<file path="config.mk">
export PLATFORM = sky130hd
export DESIGN_NAME = io_idle_redirector
export DESIGN_NICKNAME = d
export VERILOG_FILES = /design/src/rtl/idle_redir_pkg.sv /design/src/rtl/idle_window_decode.sv /design/src/rtl/idle_code_map.sv /design/src/rtl/idle_redir_out.sv /design/src/rtl/io_idle_redirector.sv
export SDC_FILE = /design/constraint.sdc
export NUM_CORES = 1
export LEC_CHECK = 0
export ABC_AREA = 1
export BUFFER_PORTS_ARGS = -buffer_cell sky130_fd_sc_hd__buf_2
export CAP_MARGIN = 10
export CORE_MARGIN = 1
export CORE_UTILIZATION = 46
export DETAILED_ROUTE_END_ITERATION = 10
export PLACE_DENSITY = 0.8
export SLEW_MARGIN = 15
export SYNTH_ARGS = -nofsm -noshare
export SYNTH_HDL_FRONTEND = slang
export SYNTH_SLANG_ARGS = --single-unit
</file>
<file path="constraint.sdc">
create_clock -name clk -period 1.6 [get_ports clk]
set_input_delay 0.16 -clock clk [delete_from_list [all_inputs] [get_ports clk]]
set_output_delay 0.16 -clock clk [all_outputs]
set_load 0.005 [all_outputs]
</file>
<file path="src/rtl/idle_redir_pkg.sv">
// Shared types for the I/O-read idle redirector.
// Assumes at most two trap levels (shallow, deep) in this release.
package idle_redir_pkg;

    // C-state codes carried on the 3-bit state field.
    typedef enum logic [2:0] {
        CST_C0 = 3'd0,
        CST_C1 = 3'd1,
        CST_C3 = 3'd3,
        CST_C6 = 3'd6
    } cstate_e;

    // Level number of the first window slot (the slot at the base address).
    localparam int unsigned FIRST_LEVEL = 2;

    // Map a window slot index to its target C-state.
    function automatic cstate_e slot_to_cstate(input int unsigned slot);
        case (slot)
            0:       return CST_C3;
            1:       return CST_C6;
            default: return CST_C1;
        endcase
    endfunction

endpackage

</file>
<file path="src/rtl/idle_window_decode.sv">
// Window decoder: compares a read address with each level slot of the
// programmed window and gates each slot with the range limit and the
// configuration-valid bit. Purely combinational.
// Assumes slot i sits at base+i (modulo 2^ADDR_W) and has level FIRST_LEVEL+i.
module idle_window_decode
    import idle_redir_pkg::*;
#(
    parameter int unsigned ADDR_W    = 16,
    parameter int unsigned NUM_SLOTS = 2
) (
    input  logic [ADDR_W-1:0]    addr,
    input  logic [ADDR_W-1:0]    base,
    input  logic [2:0]           max_level,
    input  logic                 cfg_valid,
    output logic [NUM_SLOTS-1:0] slot_hit
);

    generate
        for (genvar s = 0; s < NUM_SLOTS; s++) begin : g_slot
            localparam logic [ADDR_W-1:0] OFFSET = ADDR_W'(s);
            localparam logic [2:0]        LEVEL  = 3'(FIRST_LEVEL + s);
            logic [ADDR_W-1:0] slot_addr;
            logic              in_range;

            // Slot address wraps within the address width.
            always_comb slot_addr = base + OFFSET;

            // A slot is live only if its level does not exceed the limit.
            always_comb in_range = (LEVEL <= max_level);

            // Hit when configured, in range and the address matches.
            always_comb slot_hit[s] = cfg_valid && in_range && (addr == slot_addr);
        end
    endgenerate

endmodule

</file>
<file path="src/rtl/idle_code_map.sv">
// Code mapper: turns a slot-hit vector into one redirect flag and the
// target C-state code. Lowest slot wins, although slots never overlap
// while NUM_SLOTS is at most 2^ADDR_W.
module idle_code_map
    import idle_redir_pkg::*;
#(
    parameter int unsigned NUM_SLOTS = 2
) (
    input  logic [NUM_SLOTS-1:0] slot_hit,
    output logic                 redirect,
    output cstate_e              state
);

    // Priority pick of the first hitting slot and its code.
    always_comb begin
        redirect = 1'b0;
        state    = CST_C0;
        for (int s = NUM_SLOTS - 1; s >= 0; s--) begin
            if (slot_hit[s]) begin
                redirect = 1'b1;
                state    = slot_to_cstate(s);
            end
        end
    end

    // a hit in the deep slot alone carries the C6 code.
    a_r3_deep_code: assert property (@(slot_hit) (slot_hit == NUM_SLOTS'(2)) |-> (state == CST_C6))
        else $error("deep slot not mapped to C6");

endmodule

</file>
<file path="src/rtl/idle_redir_out.sv">
// Output stage: registers one outcome per accepted read. A redirect raises
// the idle request with a zero substate and the break flag; anything else
// raises the pass-through strobe with the original address. Both strobes
// are one-cycle pulses.
module idle_redir_out
    import idle_redir_pkg::*;
#(
    parameter int unsigned ADDR_W     = 16,
    parameter int unsigned SUB_W      = 4,
    parameter bit          BRK_ON_IRQ = 1'b1
) (
    input  logic              clk,
    input  logic              rst_n,
    input  logic              accept,
    input  logic              redirect,
    input  cstate_e           state_in,
    input  logic [ADDR_W-1:0] addr_in,
    output logic              idle_valid,
    output logic [2:0]        idle_state,
    output logic [SUB_W-1:0]  idle_sub,
    output logic              idle_brk,
    output logic              pass_valid,
    output logic [ADDR_W-1:0] pass_addr
);

    // Registers the outcome of the current read, or clears both strobes.
    always_ff @(posedge clk) begin
        if (!rst_n) begin
            idle_valid <= 1'b0;
            idle_state <= CST_C0;
            idle_sub   <= '0;
            idle_brk   <= 1'b0;
            pass_valid <= 1'b0;
            pass_addr  <= '0;
        end else begin
            idle_valid <= accept && redirect;
            pass_valid <= accept && !redirect;
            if (accept && redirect) begin
                idle_state <= state_in;
                idle_sub   <= '0;
                idle_brk   <= BRK_ON_IRQ;
            end
            if (accept && !redirect) begin
                pass_addr <= addr_in;
            end
        end
    end

    // the two strobes never assert together.
    a_r8_exclusive: assert property (@(posedge clk) disable iff (!rst_n)
        !(idle_valid && pass_valid))
        else $error("redirect and pass-through together");

    // a pass-through carries the address of the read that caused it.
    a_r5_pass_addr: assert property (@(posedge clk) disable iff (!rst_n)
        ($past(rst_n) && $past(accept) && !$past(redirect)) |-> (pass_addr == $past(addr_in)))
        else $error("pass-through address mismatch");

endmodule

</file>
<file path="src/rtl/io_idle_redirector.sv">
// Top level: sorts each I/O read into a redirected idle request or a
// pass-through, with one cycle of latency.
// Assumes the configuration inputs are stable around a read; a read is
// judged against the configuration present in its own cycle.
module io_idle_redirector
    import idle_redir_pkg::*;
#(
    parameter int unsigned ADDR_W     = 16,
    parameter int unsigned SUB_W      = 4,
    parameter int unsigned NUM_SLOTS  = 2,
    parameter bit          BRK_ON_IRQ = 1'b1
) (
    input  logic              clk,
    input  logic              rst_n,
    input  logic              rd_valid,
    input  logic [ADDR_W-1:0] rd_addr,
    input  logic [ADDR_W-1:0] cfg_base,
    input  logic [2:0]        cfg_max_level,
    input  logic              cfg_valid,
    output logic              idle_req_valid,
    output logic [2:0]        idle_req_state,
    output logic [SUB_W-1:0]  idle_req_sub,
    output logic              idle_req_brk,
    output logic              pass_valid,
    output logic [ADDR_W-1:0] pass_addr
);

    logic [NUM_SLOTS-1:0] slot_hit;
    logic                 redirect;
    cstate_e              req_state;

    idle_window_decode #(
        .ADDR_W    (ADDR_W),
        .NUM_SLOTS (NUM_SLOTS)
    ) u_decode (
        .addr      (rd_addr),
        .base      (cfg_base),
        .max_level (cfg_max_level),
        .cfg_valid (cfg_valid),
        .slot_hit  (slot_hit)
    );

    idle_code_map #(
        .NUM_SLOTS (NUM_SLOTS)
    ) u_map (
        .slot_hit  (slot_hit),
        .redirect  (redirect),
        .state     (req_state)
    );

    idle_redir_out #(
        .ADDR_W     (ADDR_W),
        .SUB_W      (SUB_W),
        .BRK_ON_IRQ (BRK_ON_IRQ)
    ) u_out (
        .clk        (clk),
        .rst_n      (rst_n),
        .accept     (rd_valid),
        .redirect   (redirect),
        .state_in   (req_state),
        .addr_in    (rd_addr),
        .idle_valid (idle_req_valid),
        .idle_state (idle_req_state),
        .idle_sub   (idle_req_sub),
        .idle_brk   (idle_req_brk),
        .pass_valid (pass_valid),
        .pass_addr  (pass_addr)
    );

    // every accepted read yields an outcome on the next cycle.
    a_r8_one_outcome: assert property (@(posedge clk) disable iff (!rst_n)
        ($past(rst_n) && $past(rd_valid)) |-> (idle_req_valid || pass_valid))
        else $error("read produced no outcome");

    // no outcome appears without a read.
    a_r8_no_spurious: assert property (@(posedge clk) disable iff (!rst_n)
        !$past(rd_valid) |-> !(idle_req_valid || pass_valid))
        else $error("outcome without a read");

    // an unconfigured window never redirects.
    a_r7_unconfigured: assert property (@(posedge clk) disable iff (!rst_n)
        ($past(rst_n) && $past(rd_valid) && !$past(cfg_valid)) |-> pass_valid)
        else $error("redirect while unconfigured");

    // a redirected request has a zero substate and the break flag.
    a_r6_attrs: assert property (@(posedge clk) disable iff (!rst_n)
        idle_req_valid |-> (idle_req_sub == '0 && idle_req_brk))
        else $error("bad redirect attributes");

    // a base-address read under limit >= 2 becomes a C3 request.
    a_r2_base_c3: assert property (@(posedge clk) disable iff (!rst_n)
        ($past(rst_n) && $past(rd_valid) && $past(cfg_valid) && $past(cfg_max_level) >= 3'd2
         && $past(rd_addr) == $past(cfg_base)) |-> (idle_req_valid && idle_req_state == 3'd3))
        else $error("base read not redirected to C3");

endmodule

</file>
==> metrics, run 1 <==
Max Cap Viol 0; die area 0.00466 mm²; commonest non-fill, non-tap cell in the layout nand2_1; NetSw 0.000514 W; Hold Crit Class input pin to register; # diodes 0; final hold viol count 0; Critical Path AT 1.72 ns; Pleak 1.67 nW; cells after synthesis 339; Area after DPL 0.00271 mm²; CTS tree done; post-route design area 0.00306 mm²; Internal Power 0.00102 W; Iteration-0 DRC Markers around 130; DP HPWL 4.67 mm; clock network power share 22.2%; CP Max Fanout 8; average cell area after synthesis between 5 and 6 µm²; final antenna-violating net count 0; Achievable Freq 0.641 GHz; DR vias/cell 5.00; Critical Path End Type register; Critical R2R Launch u_out.pass_addr[11]; sequential power share 38.5%; sequential area share after synthesis between 20% and 30%; status complete, no violations; crit start category input pin; synthesis-to-layout area growth 51.3%; maximum resistive drop on vdd 0.000332 V; Setup TNS 0 ns; vias in the first global route around 2200; antenna violations before repair 0; Worst Hold Launch rd_valid; Hold-fix buffers, CTS 0; kind of critical path input pin to register; fin. max-slew vios 0; Nets 500; drt first pass iters 4; Die Ht 68.3 µm; Root Driver clkbuf_8; Yosys cell types 26; Comb pwr share 39.3%; power per cell area about 500 mW/mm²; clock tree buffer depth 2; first-pass GRT wire length about 9.6 mm; Worst-Skew Late Latency 0.26 ns; commonest non-fill, non-tap cells in the layout nand2_1, buf_2, buf_4; Period Utilization, post-route 97.5%; core area approximately 0.004 mm²; Setup-failing EPs final 0; io pins between 60 and 70; RSZ-0062 raised after global routing yes; biggest area consumer among synthesized cells dfxtp_1; largest net degree at the start of global routing 27; ranking of synthesized cells by area dfxtp_1, nand2_1, inv_1; crit path time final 1.56 ns; layout cells sized above 1 between 40% and 50%; Max H-tree Level 1; CTS Sinks 22; CTS buffer count 3; drt wl/cell 12.6 µm; total track usage 27.7%; post-route clock skew 0 ns; IO buf count 60; Yosys top cell area share 21.8%; Final Wtd Congestion between 0.9 and 1; Mapped Area 0.00202 mm²; die width 68.3 µm; register bit total from synthesis 22; Vias 2538; Worst-path clk slew 0.08 ns; CP Launch Point cfg_base[1]; DR DRC count 0; Critical Path RT about 1.8 ns; Overflow after GRT 0; Synthesis Warnings 0; Routed WL 6.41 mm; initial core utilization 49.1%; switching part of the total 33.5%; Rows 23
## state kept, by name (all words and copies together), names as in the netlist
signal            cells
u_out.idle_brk        1
u_out.pass_addr      16
u_out.pass_valid      1
u_out.idle_valid      1
u_out.idle_state      3
## cells in the mapped netlist
cell,number
a21oi_1,22
buf_2,2
buf_4,4
buf_6,6
conb_1,1
dfxtp_1,22
ha_1,1
inv_1,50
inv_2,1
nand2_1,105
nand2_2,5
nand2_4,1
nand3_1,25
nand3_2,15
nand3_4,1
nand4_1,8
nor2_1,43
nor2_2,1
nor2_4,5
nor2_8,1
nor3_1,6
nor4_1,2
o21ai_0,3
o21ai_1,1
xnor2_1,3
xor2_1,5
## per-stage QoR
stage,setup WS (ns),hold slack [ns],std cells,util (%),power (W)
floorplan,0.0180,0.301,342,-,0.000882
global placement,-0.391,0.429,494,65.8,0.00113
detailed placement,-0.437,0.438,494,65.8,0.00114
CTS,0.00521,0.213,503,69.1,0.00149
global route,-0.0610,0.226,508,74.3,0.00163
finish,0.0406,0.222,508,74.3,0.00154
## cell families (layout without fill, tap and decap cells)
logic type | count (synthesis) | after routing | share of synthesized area (%)
AO/OA/AOI/OAI | 26 | 26 | 6.44
XOR/XNOR | 8 | 8 | 3.47
adder cells (fa/ha/maj) | 1 | 1 | 0.619
buffers and inverters | 63 | 175 | 14.8
flip-flops | 22 | 22 | 21.8
other | 1 | 4 | 0.185
AND/OR/NAND/NOR | 218 | 222 | 52.7
## final cells by class
class                           instances  area [µm²]
Multi-Input combinational cell        261        1510
Timing Repair Buffer                  121         817
Fill cell                             352        1060
Sequential cell                        22         440
Tap cell                               50        62.6
Inverter                               51         191
Clock buffer                            3        41.3
## power groups by stage
stage / clock, W / sequential [W] / combinational [W]
after global routing: 0.000371 / 0.000595 / 0.000669
after detailed placement: 0 / 0.000602 / 0.000539
final: 0.000341 / 0.000592 / 0.000604
after floorplan: 0 / 0.000606 / 0.000276
after CTS: 0.000352 / 0.000589 / 0.000547
after global placement: 0 / 0.000602 / 0.000530
## critical path, stage by stage
cell and delay, ns:
buf_8 0.10, ha_4 0.25, nand2_4 0.06, nand2_4 0.06
nor2_4 0.10, nand2_1 0.05, nor2_1 0.09, nand2_1 0.06
nor2_2 0.14, nand2_2 0.08, nor2_4 0.11, buf_6 0.15
nand2_4 0.10, a21oi_1 0.14, nor2_1 0.06
## worst paths after layout
path / cells past startpoint / slack (ns) / end
worst min-delay path: 3 / 0.22 / u_out.idle_valid
worst max register to register: 2 / 1.01 / u_out.pass_addr[11]
worst max-delay path: 15 / 0.04 / u_out.pass_addr[15]
worst min register to register: 2 / 0.45 / u_out.idle_brk
## metal layers
metal,wire length (µm),GRT usage [%],up-vias
met5,0,0,-
met4,123,5.21,0
met3,579,5.00,14
met2,2980,46.3,111
met1,2730,36.9,1117
li1,-,-,1296
## repair_timing
action,in CTS,in global routing
pin swaps,3,27
cloned,2,2
resized for setup,6,47
setup buffers,4,3
endpoints found under the setup margin,16,22
Power figures use the tool's default switching activity.
==> inputs of run 2 (changes only) <==
Settings changed: RECOVER_POWER set to 100.
==> run 2 against run 1 <==
  * Design area is 0.74% lower
  * Wire length decreased by 0.22%
  * Die area did not move
  * Total power is 0.28% lower
  * Worst setup slack lost 0.00085 ns
  * Clock power about the same
  * Cell count stayed put
  * Fmax about the same
  * Sequential share of layout area grew 0.11 points
  * Sequential cell count is the same
  * Combinational power is 1% lower
  * Global-route usage did not move
  * Critical path type unchanged
  * Largest cell class unchanged
  * Largest power group unchanged
==> metrics, run 2 (same netlist as run 1, synthesis figures left out) <==
total track usage 27.7% (unchanged); multi-input logic area 0.00150 mm² (-0.17%); Vias 2551 (+0.51%); Pleak 1.61 nW (-3.5%); top flop regs u_out.pass_addr x16, u_out.idle_state x3; clock tree buffer depth 2 (unchanged); die width 68.3 µm (unchanged); vias in the first global route 2168 (unchanged); drt wl/cell 12.6 µm (-0.22%); CP Cell Sequence buf_8 > ha_4 > nand2_4 > nand2_4 > nor2_4 > nand2_1 > nor2_1 > nand2_1 > nor2_2 > nand2_2 > nor2_4 > buf_6 > nand2_4 > a21oi_1 > nor2_1; slowest library cell on the worst path ha_4; commonest non-fill, non-tap cells in the layout nand2_1, buf_4, inv_1; # diodes 0 (unchanged); Overflow after GRT 0 (unchanged); Max H-tree Level 1 (unchanged); fin. max-slew vios 0 (unchanged); status complete, no violations; antenna violations before repair 0 (unchanged); total power draw 0.00153 W (-0.28%); post-route clock skew 0 ns (unchanged); Achievable Freq 0.641 GHz (about the same); max incr delay on CP 0.25 ns (about the same); dpl ws -0.437 ns (unchanged); Critical Path AT 1.73 ns (about the same); Hold-fix buffers, CTS 0 (unchanged); Period Utilization, post-route 97.5% (about the same); power per cell area 505 mW/mm² (+0.46%); Nets 500 (unchanged); synthesis-to-layout area growth 50.2%; largest register by flop count u_out.pass_addr; layout cells sized above 1 38.0% (-3.7 points); IO buf count 60 (unchanged); Critical Path End Type register; Final WS setup 0.0397 ns (-0.000851 ns); Worst-Skew Late Latency 0.26 ns (about the same); Iteration-0 DRC Markers 128 (+0.79%); Critical Path RT 1.77 ns (about the same); Die Ht 68.3 µm (unchanged); FF+latch area 440 µm² (unchanged); Final Wtd Congestion 0.943 (unchanged); CTS tree done; Critical R2R Launch u_out.pass_addr[11]; commonest non-fill, non-tap cell in the layout nand2_1; DR vias/cell 5.02 (+0.51%); core area 0.00412 mm² (unchanged); CP Max Fanout 8 (unchanged); CP Launch Point cfg_base[1]; Fillers 362 (+2.8%); Setup-failing EPs final 0 (unchanged); RSZ-0062 raised after global routing yes; drt first pass iters 5 (+1); DR DRC count 0 (unchanged); kind of critical path input pin to register; Worst Hold Launch rd_valid; Worst Path Buf+Inv 2 (unchanged); crit path time final 1.56 ns (+0.000851 ns); Area after DPL 0.00271 mm² (unchanged); Max Cap Viol 0 (unchanged); DP HPWL 4.67 mm (unchanged); Hold Crit Class input pin to register; die area 0.00466 mm² (unchanged); CTS Sinks 22 (unchanged); Worst-path clk slew 0.08 ns (about the same); initial core utilization 49.1% (unchanged); post-route design area 0.00304 mm² (-0.74%); largest net degree at the start of global routing 27 (unchanged); Most Frequent Cell on Critical Path nand2_4; io pins 65 (unchanged); Root Driver clkbuf_8; crit start category input pin; maximum resistive drop on vdd 0.000333 V (+0.39%); critical path's top delay family simple AND/OR/NAND/NOR gates; CTS buffer count 3 (unchanged); final hold viol count 0 (unchanged); max reg flops 16 (unchanged); Routed WL 6.40 mm (-0.22%); final antenna-violating net count 0 (unchanged); Rows 23 (unchanged); first-pass GRT wire length 9.62 mm (unchanged)
[run 2: cell count changes in the layout (fill, tap and decap cells not counted), sizes merged]
cell    delta
clkbuf    +16
buf       -16
[run 2: final timing paths]
path         depth (start not counted)  slack [ns]                  end
max                                 15        0.04  u_out.pass_addr[15]
min                                  3        0.22     u_out.idle_valid
max reg2reg                          2        1.01  u_out.pass_addr[11]
min reg2reg                          2        0.45       u_out.idle_brk
[run 2: report_power, final]
group	internal (W)	switching, W
clock network	0.000168	0.000174
registers	0.000577	0.0000158
logic	0.000271	0.000326
total	0.00102	0.000516
[run 2: timing repair]
action | CTS | global route
pin swaps | 3 | 27
buffers inserted | 4 | 3
endpoints found under the setup margin | 16 | 22
resized for setup | 6 | 47
endpoints found under the hold margin | 0 | 0
gates cloned | 2 | 2
[run 2: per-layer routing]
| metal | GRT usage, % | wire length, µm |
|---|---|---|
| met2 | 46.3 | 3010 |
| met5 | 0 | 0 |
| met3 | 5.00 | 513 |
| met1 | 36.9 | 2760 |
| met4 | 5.21 | 115 |
[run 2: area by class of cell]
class,instances,area share [%]
repair buffers,121,26.2
multi-input cells,261,49.5
clock buffers,3,1.36
flip-flops and latches,22,14.5
well taps,50,2.06
inverters,51,6.30
[run 2: worst min-delay path, delay by kind of cell]
family          cells  cell delay, ns
simple gates        1            0.09
compound gates      1            0.05
buf+inv             1            0.14
[run 2: metrics by stage]
stage | setup TNS (ns) | std cells | util, % | hold WS (ns)
after floorplan | 0 | 342 | - | 0.301
after global placement | -6.94 | 494 | 65.8 | 0.429
after detailed placement | -7.66 | 494 | 65.8 | 0.438
after CTS | 0 | 503 | 69.1 | 0.213
after global routing | -0.755 | 508 | 73.8 | 0.226
final | 0 | 508 | 73.8 | 0.219
